===== src/rtl/dvic_pkg.sv =====
package dvic_pkg;

    localparam int N_BANKS      = 2;
    localparam int SRC_PER_BANK = 32;
    localparam int SLOTS        = 4;
    localparam int DATA_W       = 32;
    localparam int REG_W        = 3;
    localparam int VEC_W        = 11;

    localparam int SRC_W        = $clog2(SRC_PER_BANK);
    localparam int BANK_W       = (N_BANKS > 1) ? $clog2(N_BANKS) : 1;
    localparam int N_SRC        = N_BANKS * SRC_PER_BANK;
    localparam int NUM_W        = $clog2(N_SRC);
    localparam int ADDR_W       = BANK_W + REG_W;
    localparam int VEC_FLAG_BIT = 8;
    localparam int NONVEC_BIT0  = 9;

    localparam logic [REG_W-1:0] RG_MASK   = 3'd0;
    localparam logic [REG_W-1:0] RG_RAW    = 3'd1;
    localparam logic [REG_W-1:0] RG_MASKED = 3'd2;
    localparam logic [REG_W-1:0] RG_VEC    = 3'd3;
    localparam int               RG_SLOT0  = 4;

    typedef struct packed {
        logic             en;
        logic [SRC_W-1:0] sel;
    } slot_cfg_t;

    localparam int SLOT_CFG_W = $bits(slot_cfg_t);

    typedef struct packed {
        logic             valid;
        logic [SRC_W-1:0] src;
    } slot_hit_t;

    function automatic logic [VEC_W-1:0] code_vectored(input int unsigned bank,
                                                        input logic [SRC_W-1:0] src);
        logic [VEC_W-1:0] c;
        c = '0;
        c[VEC_FLAG_BIT] = 1'b1;
        c[NUM_W-1:0] = NUM_W'(bank * SRC_PER_BANK) + NUM_W'(src);
        return c;
    endfunction

    function automatic logic [VEC_W-1:0] code_plain(input int unsigned bank);
        logic [VEC_W-1:0] c;
        c = '0;
        c[NONVEC_BIT0 + bank] = 1'b1;
        return c;
    endfunction

endpackage


===== src/rtl/dvic_bank.sv =====
module dvic_bank
    import dvic_pkg::*;
(
    input  logic                         clk,
    input  logic                         rst,
    input  logic                         wr_en,
    input  logic [REG_W-1:0]             wr_reg,
    input  logic [DATA_W-1:0]            wr_data,
    input  logic [SRC_PER_BANK-1:0]      req,
    output logic [SRC_PER_BANK-1:0]      mask_o,
    output logic [SRC_PER_BANK-1:0]      masked_o,
    output slot_cfg_t [SLOTS-1:0]        cfg_o,
    output slot_hit_t                    hit_o,
    output logic                         any_o
);

    logic [SRC_PER_BANK-1:0] mask_q;
    slot_cfg_t [SLOTS-1:0]   cfg_q;

    // Mask and slot storage, written through the register port.
    always_ff @(posedge clk) begin
        if (rst) begin
            mask_q <= '0;
            cfg_q  <= '0;
        end else if (wr_en) begin
            if (wr_reg == RG_MASK) begin
                mask_q <= wr_data[SRC_PER_BANK-1:0];
            end
            for (int s = 0; s < SLOTS; s++) begin
                if (wr_reg == REG_W'(RG_SLOT0 + s)) begin
                    cfg_q[s] <= slot_cfg_t'(wr_data[SLOT_CFG_W-1:0]);
                end
            end
        end
    end

    assign masked_o = req & mask_q;
    assign mask_o   = mask_q;
    assign cfg_o    = cfg_q;
    assign any_o    = |masked_o;

    // Slot scan: walk from the highest slot down so the lowest live slot wins.
    always_comb begin
        hit_o = '0;
        for (int s = SLOTS - 1; s >= 0; s--) begin
            if (cfg_q[s].en && masked_o[cfg_q[s].sel]) begin
                hit_o.valid = 1'b1;
                hit_o.src   = cfg_q[s].sel;
            end
        end
    end

endmodule


===== src/rtl/dvic_resolve.sv =====
module dvic_resolve
    import dvic_pkg::*;
(
    input  slot_hit_t          hit_i [N_BANKS],
    input  logic [N_BANKS-1:0] any_i,
    output logic [VEC_W-1:0]   vec_next
);

    logic found;

    // Global order: vectored hits bank by bank, then plain sources bank by bank.
    always_comb begin
        vec_next = '0;
        found    = 1'b0;
        for (int b = 0; b < N_BANKS; b++) begin
            if (!found && hit_i[b].valid) begin
                vec_next = code_vectored(b, hit_i[b].src);
                found    = 1'b1;
            end
        end
        for (int b = 0; b < N_BANKS; b++) begin
            if (!found && any_i[b]) begin
                vec_next = code_plain(b);
                found    = 1'b1;
            end
        end
    end

endmodule


===== src/rtl/dual_vic_prio.sv =====
module dual_vic_prio
    import dvic_pkg::*;
(
    input  logic                 clk,
    input  logic                 rst,
    input  logic [63:0]          req_i,
    input  logic                 wr_en_i,
    input  logic [3:0]           wr_addr_i,
    input  logic [31:0]          wr_data_i,
    input  logic [3:0]           rd_addr_i,
    output logic [31:0]          rd_data_o,
    output logic [63:0]          masked_o,
    output logic [10:0]          vec_o,
    output logic                 irq_o
);

    logic [SRC_PER_BANK-1:0] mask_w [N_BANKS];
    logic [SRC_PER_BANK-1:0] mskd_w [N_BANKS];
    slot_cfg_t [SLOTS-1:0]   cfg_w  [N_BANKS];
    slot_hit_t               hit_w  [N_BANKS];
    logic [N_BANKS-1:0]      any_w;
    logic [VEC_W-1:0]        vec_next;
    logic [VEC_W-1:0]        vec_q;
    logic                    irq_q;

    logic [BANK_W-1:0] wr_bank, rd_bank;
    logic [REG_W-1:0]  wr_reg,  rd_reg;

    assign wr_bank = wr_addr_i[ADDR_W-1 -: BANK_W];
    assign wr_reg  = wr_addr_i[REG_W-1:0];
    assign rd_bank = rd_addr_i[ADDR_W-1 -: BANK_W];
    assign rd_reg  = rd_addr_i[REG_W-1:0];

    for (genvar b = 0; b < N_BANKS; b++) begin : g_bank
        dvic_bank u_bank (
            .clk      (clk),
            .rst      (rst),
            .wr_en    (wr_en_i && (wr_bank == BANK_W'(b))),
            .wr_reg   (wr_reg),
            .wr_data  (wr_data_i),
            .req      (req_i[b*SRC_PER_BANK +: SRC_PER_BANK]),
            .mask_o   (mask_w[b]),
            .masked_o (mskd_w[b]),
            .cfg_o    (cfg_w[b]),
            .hit_o    (hit_w[b]),
            .any_o    (any_w[b])
        );
        assign masked_o[b*SRC_PER_BANK +: SRC_PER_BANK] = mskd_w[b];
    end

    dvic_resolve u_resolve (
        .hit_i    (hit_w),
        .any_i    (any_w),
        .vec_next (vec_next)
    );

    always_ff @(posedge clk) begin
        if (rst) begin
            vec_q <= '0;
            irq_q <= 1'b0;
        end else begin
            vec_q <= vec_next;
            irq_q <= |vec_next;
        end
    end

    assign vec_o = vec_q;
    assign irq_o = irq_q;

    // Register read; the vector word is common to every bank.
    always_comb begin
        rd_data_o = '0;
        for (int b = 0; b < N_BANKS; b++) begin
            if (rd_bank == BANK_W'(b)) begin
                case (rd_reg)
                    RG_MASK:   rd_data_o = DATA_W'(mask_w[b]);
                    RG_RAW:    rd_data_o = DATA_W'(req_i[b*SRC_PER_BANK +: SRC_PER_BANK]);
                    RG_MASKED: rd_data_o = DATA_W'(mskd_w[b]);
                    RG_VEC:    rd_data_o = DATA_W'(vec_q);
                    default: begin
                        for (int s = 0; s < SLOTS; s++) begin
                            if (rd_reg == REG_W'(RG_SLOT0 + s)) begin
                                rd_data_o = DATA_W'(cfg_w[b][s]);
                            end
                        end
                    end
                endcase
            end
        end
    end

endmodule


===== config.mk =====
export PLATFORM = sky130hd
export DESIGN_NAME = dual_vic_prio
export DESIGN_NICKNAME = d
export VERILOG_FILES = /design/src/rtl/dvic_pkg.sv /design/src/rtl/dvic_bank.sv /design/src/rtl/dvic_resolve.sv /design/src/rtl/dual_vic_prio.sv
export SDC_FILE = /design/constraint.sdc
export NUM_CORES = 1
export LEC_CHECK = 0
export ABC_AREA = 1
export BUFFER_PORTS_ARGS = -buffer_cell sky130_fd_sc_hd__buf_2
export CAP_MARGIN = 20
export CORE_MARGIN = 2
export CORE_UTILIZATION = 35
export DETAILED_ROUTE_END_ITERATION = 12
export PLACE_DENSITY_LB_ADDON = 0.08
export SETUP_SLACK_MARGIN = 0.4
export SLEW_MARGIN = 20
export SYNTH_ARGS = -nofsm -noshare
export SYNTH_HDL_FRONTEND = slang
export SYNTH_SLANG_ARGS = --single-unit

===== constraint.sdc =====
create_clock -name clk -period 7.85 [get_ports clk]
set_input_delay 1.9625 -clock clk [delete_from_list [all_inputs] [get_ports clk]]
set_output_delay 1.9625 -clock clk [all_outputs]
set_load 0.01 [all_outputs]

==> flow_metrics.tcl, run 1 <==
set metrics [dict create \
    maxSlewViolCount 0 \
    worstSetupEndpoint "rd_data_o[2]" \
    vdd_drop_max_mv 0.110 \
    timing.critical_path.cells "buf_2 > nor2_4 > inv_2 > nor2_1 > nor4_1 > a21oi_1 > o21ai_0 > inv_1 > buf_2" \
    worstMarginPinSlew_ns 0.975 \
    gp_congestion 0.968 \
    max_stage_delay_ns 0.71 \
    synth_top_area_share 0.248 \
    cp_max_fo 48 \
    slew_headroom 0.350 \
    die_y_um 172 \
    path_clk_slew_ns 0.06 \
    cts_tree "done" \
    syn-mean-instance-area_sq_um 6.03 \
    crit_family "buffers and inverters" \
    dr.first_iter.drc_count 1804 \
    arrival_ns 4.46 \
    cts_resized 0 \
    grt_util_all_layers 0.337 \
    path_class "in2out" \
    period_share 0.818 \
    hold_path_class "reg2reg" \
    chipWidth_um 172 \
    synth_area_leaders "dfxtp_1 (25%), nand3_1 (16%), nand2_1 (15%), a211oi_1 (6.1%), inv_1 (6.0%)" \
    rsz0062_at_grt "no" \
    synthCells 1634 \
    ys_ff_latch 122 \
    start_util 0.355 \
    final_cell_mix "nand2_1 (389), nand3_1 (309), buf_2 (211), inv_1 (157), dfxtp_1 (122)" \
    r2r_start "g_bank[1].u_bank.cfg_o[6]$_SDFFE_PP0P_" \
    io_pins 215 \
    crit_start "rd_addr_i[2]" \
    ys.flop_type "dfxtp_1" \
    cts_made_buffers 17 \
    drcViolationCount 0 \
    crit_top_cell "buf_2" \
    grt_remaining_overflow 0 \
    ys_seq_area_frac 0.248 \
    required_ns 5.89 \
    drt-total-wl_mm 50.1 \
    yosys_warnings 0 \
    crit_buf_inv 4 \
    cts-htree-levels 4 \
    reg2reg_slack_ns 4.82 \
    drive_above_1_share 0.166 \
    cp-start-kind "input pin" \
    p_leak_nw 5.05 \
    synth_top_area_cell "dfxtp_1" \
    vias 12700 \
    grt_pass1_vias 11200 \
    crit_slowest_cell "buf_2" \
    skew_ns 0.0181 \
    viasPerCell 5.89 \
    routedWlPerCell_um 23.2 \
    dp_slack_ns 1.43 \
    fill_cells 3168 \
    clock_sinks 122 \
    fin_nets 1874 \
    final_common_cell "nand2_1" \
    cts_root_buffer "clkbuf_16" \
    synthArstFlopShare 0 \
    core_area_sq_um 27800 \
    critPathCaptureType "output port" \
    dpl.hpwl_mm 38.7 \
    cap_violations 0 \
    max_freq_mhz 156 \
    setup_viol 0 \
    power.density_nw_per_um2 154 \
    dr.pass1.iters 6 \
    cp_num_cells 9 \
    antenna_found_initial 1 \
    r2r_end "irq_o$_SDFF_PP0_" \
    mappedNetlistArea_sq_um 9850 \
    post_cts_buffers 0 \
    finalHoldViolations 0 \
    synth_edf_count 0 \
    hold_buffers 0 \
    status "finished, final reports clean" \
    die-area_sq_um 29500 \
    drtAntennaViolNets 0 \
    synthToLayoutAreaGrowth_pct 16.9 \
    rows 61 \
    clock_latency_ns 0.44 \
    layout_setup_ws_ns 1.43 \
    grt_max_degree 83 \
    portBuffers 212 \
    grt_pass1_wl_mm 73.4 \
    rr_worst_depth 14 \
    yosys.cell_types.count 36 \
    finalCriticalPeriod_ns 6.42 \
    clockBufferDepth 2 \
    setup_tns_ns 0 \
]
[cell families (layout without fill, tap and decap cells)]
family | after synthesis | in the layout | share of synthesized area
muxes | 4 | 4 | 0.00406
and+or+nand+nor | 886 | 886 | 0.400
DFF | 122 | 122 | 0.248
AOI/OAI and AO/OA | 334 | 334 | 0.220
buffers and inverters | 287 | 432 | 0.127
other | 1 | 3 | 0.000381
[stage by stage]
stage	power, W	utilization	instance area [sq um]	std cells	hold slack [ns]
CTS	0.00176	0.414	11500	2158	0.485
finish	0.00177	0.415	11500	2159	0.491
global route	0.00182	0.415	11500	2159	0.516
floorplan	0.000802	-	9850	1635	0.449
detailed placement	0.000929	0.392	10900	2126	0.476
global placement	0.000930	0.392	10900	2126	0.474
[routing by layer]
metal,GRT usage,routed length [um],vias to the layer above
met5,0,0,-
met4,0.0990,1260,0
met3,0.0419,4570,79
met2,0.510,21800,758
met1,0.496,22500,5954
li1,-,-,5915
[Yosys cell counts, types with 16 or more instances]
library cell and number:
a211oi_1 80, a21oi_1 71, a221oi_1 55, clkbuf_1 54, dfxtp_1 122, inv_1 157, inv_2 16, nand2_1 389
nand3_1 310, nor2_1 114, nor3_1 31, o211ai_1 16, o21ai_0 87
[power breakdown]
part	total [W]	internal (W)	switching [W]
registers	0.000657	0.000633	0.0000242
clock network	0.000848	0.000507	0.000340
logic	0.000267	0.0000785	0.000188
total	0.00177	0.00122	0.000553
[layout make-up]
class	instances	area, sq um	share of cell area
Timing Repair Buffer	219	1120	0.0969
Multi-Input combinational cell	1226	6170	0.536
Tap cell	378	473	0.0411
Antenna cell	1	2.50	0.000217
Sequential cell	122	2440	0.212
Inverter	181	694	0.0603
Clock inverter	14	185	0.0161
Clock buffer	18	429	0.0373
[worst register-to-register path, delay by kind of cell, from the launching register on]
kind / cells / cell delay (ns)
AO/OA/AOI/OAI: 1 / 0.22
AND/OR/NAND/NOR: 12 / 1.62
flip-flops: 1 / 0.84
buffers and inverters: 1 / 0.26
[sequential cells by signal, indices dropped and copies added (netlist names)]
signal,cells
g_bank.u_bank.cfg_o,48
g_bank.u_bank.mask_o,64
irq_o,1
vec_o,9
[how the worst min path moves through the flow]
stage	start	endpoint	slack [ns]	cells after the start
finish	g_bank[0].u_bank.mask_o[22]$_SDFFE_PP0P_	g_bank[0].u_bank.mask_o[22]$_SDFFE_PP0P_	0.49	2
global route	g_bank[0].u_bank.mask_o[22]$_SDFFE_PP0P_	g_bank[0].u_bank.mask_o[22]$_SDFFE_PP0P_	0.52	2
CTS	g_bank[0].u_bank.mask_o[22]$_SDFFE_PP0P_	g_bank[0].u_bank.mask_o[22]$_SDFFE_PP0P_	0.49	2
detailed placement	g_bank[0].u_bank.mask_o[22]$_SDFFE_PP0P_	g_bank[0].u_bank.mask_o[22]$_SDFFE_PP0P_	0.48	2
global placement	g_bank[0].u_bank.mask_o[8]$_SDFFE_PP0P_	g_bank[0].u_bank.mask_o[8]$_SDFFE_PP0P_	0.47	2
floorplan	g_bank[1].u_bank.mask_o[8]$_SDFFE_PP0P_	g_bank[1].u_bank.mask_o[8]$_SDFFE_PP0P_	0.45	2
Note: power is estimated with default switching activity, not from simulation.
==> run 2, diff against run 1 <==
--- a/config.mk
+++ b/config.mk
@@ -5,7 +5,7 @@
 export SDC_FILE = /design/constraint.sdc
 export NUM_CORES = 1
 export LEC_CHECK = 0
-export ABC_AREA = 1
+export ABC_AREA = 0
 export BUFFER_PORTS_ARGS = -buffer_cell sky130_fd_sc_hd__buf_2
 export CAP_MARGIN = 20
 export CORE_MARGIN = 2
==> constraint.sdc (replaced) <==
create_clock -name clk -period 6.3 [get_ports clk]
set_input_delay 1.575 -clock clk [delete_from_list [all_inputs] [get_ports clk]]
set_output_delay 1.575 -clock clk [all_outputs]
set_load 0.01 [all_outputs]
==> run 2 against run 1 <==
Effect of this change: critical path depth fell by 1; die area fell by 2.1%; area after synthesis fell by 2.1%; non-clock buffer count rose by 5; combinational power rose by 5%; synthesized cell count fell by 23%; clock skew fell by 0.0027 ns; flip-flop and latch count did not move; first-iteration DRC count fell by 27%.
==> flow_metrics.tcl, run 2 <==
set metrics [dict create \
    period_share 0.833 \
    synth_edf_count 0 \
    vias 10800 \
    hold_path_class "reg2reg" \
    final_common_cell "nand2_1" \
    io_pins 215 \
    cp-start-kind "input pin" \
    path_class "in2out" \
    cp_max_fo 40 \
    grt_pass1_vias 9671 \
    clock_latency_ns 0.43 \
    path_clk_slew_ns 0.06 \
    hp-start "g_bank[0].u_bank.mask_o[8]$_SDFFE_PP0P_" \
    ys_seq_area_frac 0.253 \
    final_util 0.422 \
    die-area_sq_um 28900 \
    viasPerCell 6.17 \
    final_cell_mix "nand2_1 (219), buf_2 (211), dfxtp_1 (122), nor2_1 (111), a21oi_1 (83)" \
    mappedNetlistArea_sq_um 9640 \
    yosysMostFrequentCell "nand2_1" \
    hold_depth 2 \
    synth-xor-area-share 0.000908 \
    timing.critical_path.cells "buf_2 > inv_1 > nor2_4 > buf_4 > a32o_1 > nor2_1 > a211oi_1 > buf_2" \
    ys_top_cells_by_count "nand2_1 (219), dfxtp_1 (122), nor2_1 (112)" \
    largest_reg_flops 64 \
    slew_headroom 0.384 \
    clockBufferDepth 2 \
    dr.first_iter.drc_count 1315 \
    portBuffers 212 \
    reg2reg_slack_ns 2.87 \
    grt_pass1_wl_mm 64.2 \
    fin_nets 1508 \
    dpl.hpwl_mm 33.6 \
    cts-htree-levels 4 \
    cap_violations 0 \
    cts_resized 0 \
    rsz0062_at_grt "no" \
    p_leak_nw 4.72 \
    max_stage_delay_ns 0.46 \
    synthToLayoutAreaGrowth_pct 18.3 \
    synth_adder_area_share 0 \
    antenna_found_initial 2 \
    grt_remaining_overflow 0 \
    arrival_ns 3.67 \
    drt-total-wl_mm 44.3 \
    synth_compound_area_frac 0.221 \
    grt_max_degree 64 \
    vdd_drop_max_mv 0.165 \
    rows 60 \
    grt_util_all_layers 0.300 \
    synth_top_area_share 0.253 \
    yosys_warnings 0 \
    cts_made_buffers 17 \
    yosys.cell_types.count 75 \
    setup_tns_ns 0 \
    crit_top_cell "buf_2" \
    finalCriticalPeriod_ns 5.25 \
    skew_ns 0.0154 \
    required_ns 4.72 \
    clock_sinks 122 \
    dr.pass1.iters 8 \
    fill_cells 2861 \
    syn-mean-instance-area_sq_um 7.65 \
    rr_worst_depth 8 \
    synthMuxAreaShare 0.184 \
    worstMarginPinSlew_ns 0.915 \
    crit_slowest_cell "buf_4" \
    status "finished, final reports clean" \
    ys_ff_latch 122 \
    synth_area_leaders "dfxtp_1 (25%), mux4_2 (12%), nand2_1 (8.5%), mux2i_1 (6.1%), nor2_1 (4.4%)" \
    power.density_nw_per_um2 184 \
    finalHoldViolations 0 \
    cts_tree "done" \
    cts_root_buffer "clkbuf_16" \
    r2r_end "vec_o[2]$_SDFF_PP0_" \
    critPathCaptureType "output port" \
    routedWlPerCell_um 25.2 \
    drcViolationCount 0 \
    core_area_sq_um 27000 \
    synth_top_area_cell "dfxtp_1" \
    hold_buffers 0 \
    r2r_start "g_bank[0].u_bank.cfg_o[1]$_SDFFE_PP0P_" \
    post_cts_buffers 0 \
    setup_viol 0 \
    min_to "g_bank[0].u_bank.mask_o[8]$_SDFFE_PP0P_" \
    chipWidth_um 170 \
    gp_congestion 0.933 \
    synth_top_family_by_area "simple AND/OR/NAND/NOR gates" \
    synthCells 1261 \
    drtAntennaViolNets 0 \
    synth-simple-area-share 0.267 \
    max_freq_mhz 190 \
    ys.flop_type "dfxtp_1" \
    maxSlewViolCount 0 \
    start_util 0.357 \
    drive_above_1_share 0.230 \
    synthArstFlopShare 0 \
    die_y_um 170 \
]
run 2: changes by cell type after synthesis, sizes merged, moves of 42 or more:
cell    delta
inv      -105
mux2i     +55
a221oi    -52
o21ai     -53
mux4      +51
nand2    -174
nand2b    +57
a211oi    -42
nand3    -265
run 2: logic make-up (layout without fill, tap and decap cells):
family | count (synthesis) | in the layout
xor+xnor | 1 | 1
other cells | 1 | 4
mux | 113 | 113
compound gates | 302 | 302
buf+inv | 178 | 330
flops | 122 | 122
simple gates | 544 | 544
run 2: worst max-delay path by stage:
stage | from | endpoint | slack (ns) | cells past startpoint
floorplan | rd_addr_i[1] | rd_data_o[10] | 1.55 | 8
global route | rd_addr_i[0] | rd_data_o[15] | 0.94 | 8
detailed placement | rd_addr_i[0] | rd_data_o[15] | 1.04 | 8
finish | rd_addr_i[0] | rd_data_o[15] | 1.05 | 8
CTS | rd_addr_i[0] | rd_data_o[15] | 1.04 | 8
global placement | rd_addr_i[0] | rd_data_o[15] | 1.04 | 8
run 2: metal layers:
layer	routed length (um)	GRT usage	up-vias
li1	-	-	4882
met1	20100	0.446	5308
met2	19400	0.439	596
met3	3870	0.0540	55
met4	925	0.0933	0
met5	0	0	-
run 2: cell type report:
| class | instances | area (sq um) | area share |
|---|---|---|---|
| Antenna cell | 2 | 5.00 | 0.000439 |
| Tap cell | 341 | 427 | 0.0374 |
| Clock inverter | 14 | 160 | 0.0140 |
| Clock buffer | 18 | 429 | 0.0376 |
| Inverter | 74 | 278 | 0.0243 |
| Sequential cell | 122 | 2440 | 0.214 |
| Multi-Input combinational cell | 962 | 6520 | 0.571 |
| Timing Repair Buffer | 224 | 1150 | 0.101 |
run 2: report_power, final:
part	switching (W)	total [W]	leakage (nW)	internal, W
Sequential	0.0000231	0.000806	0.985	0.000783
Combinational	0.000182	0.000280	3.45	0.0000984
Clock	0.000425	0.00102	0.281	0.000593
Total	0.000630	0.00210	4.72	0.00147
run 2: per-stage QoR:
stage,hold WS [ns],power (W),std cells,cell area (sq um),setup slack (ns)
floorplan,0.445,0.000963,1262,9650,1.55
CTS,0.470,0.00211,1755,11400,1.04
detailed placement,0.462,0.00110,1723,10800,1.04
finish,0.468,0.00210,1757,11400,1.05
global route,0.501,0.00216,1757,11400,0.941
global placement,0.458,0.00110,1723,10800,1.04
run 2: worst max-delay path, delay by kind of cell:
| kind | cells | cell delay [ns] |
|---|---|---|
| AO/OA/AOI/OAI | 2 | 0.51 |
| buffers and inverters | 4 | 1.19 |
| AND/OR/NAND/NOR | 2 | 0.37 |
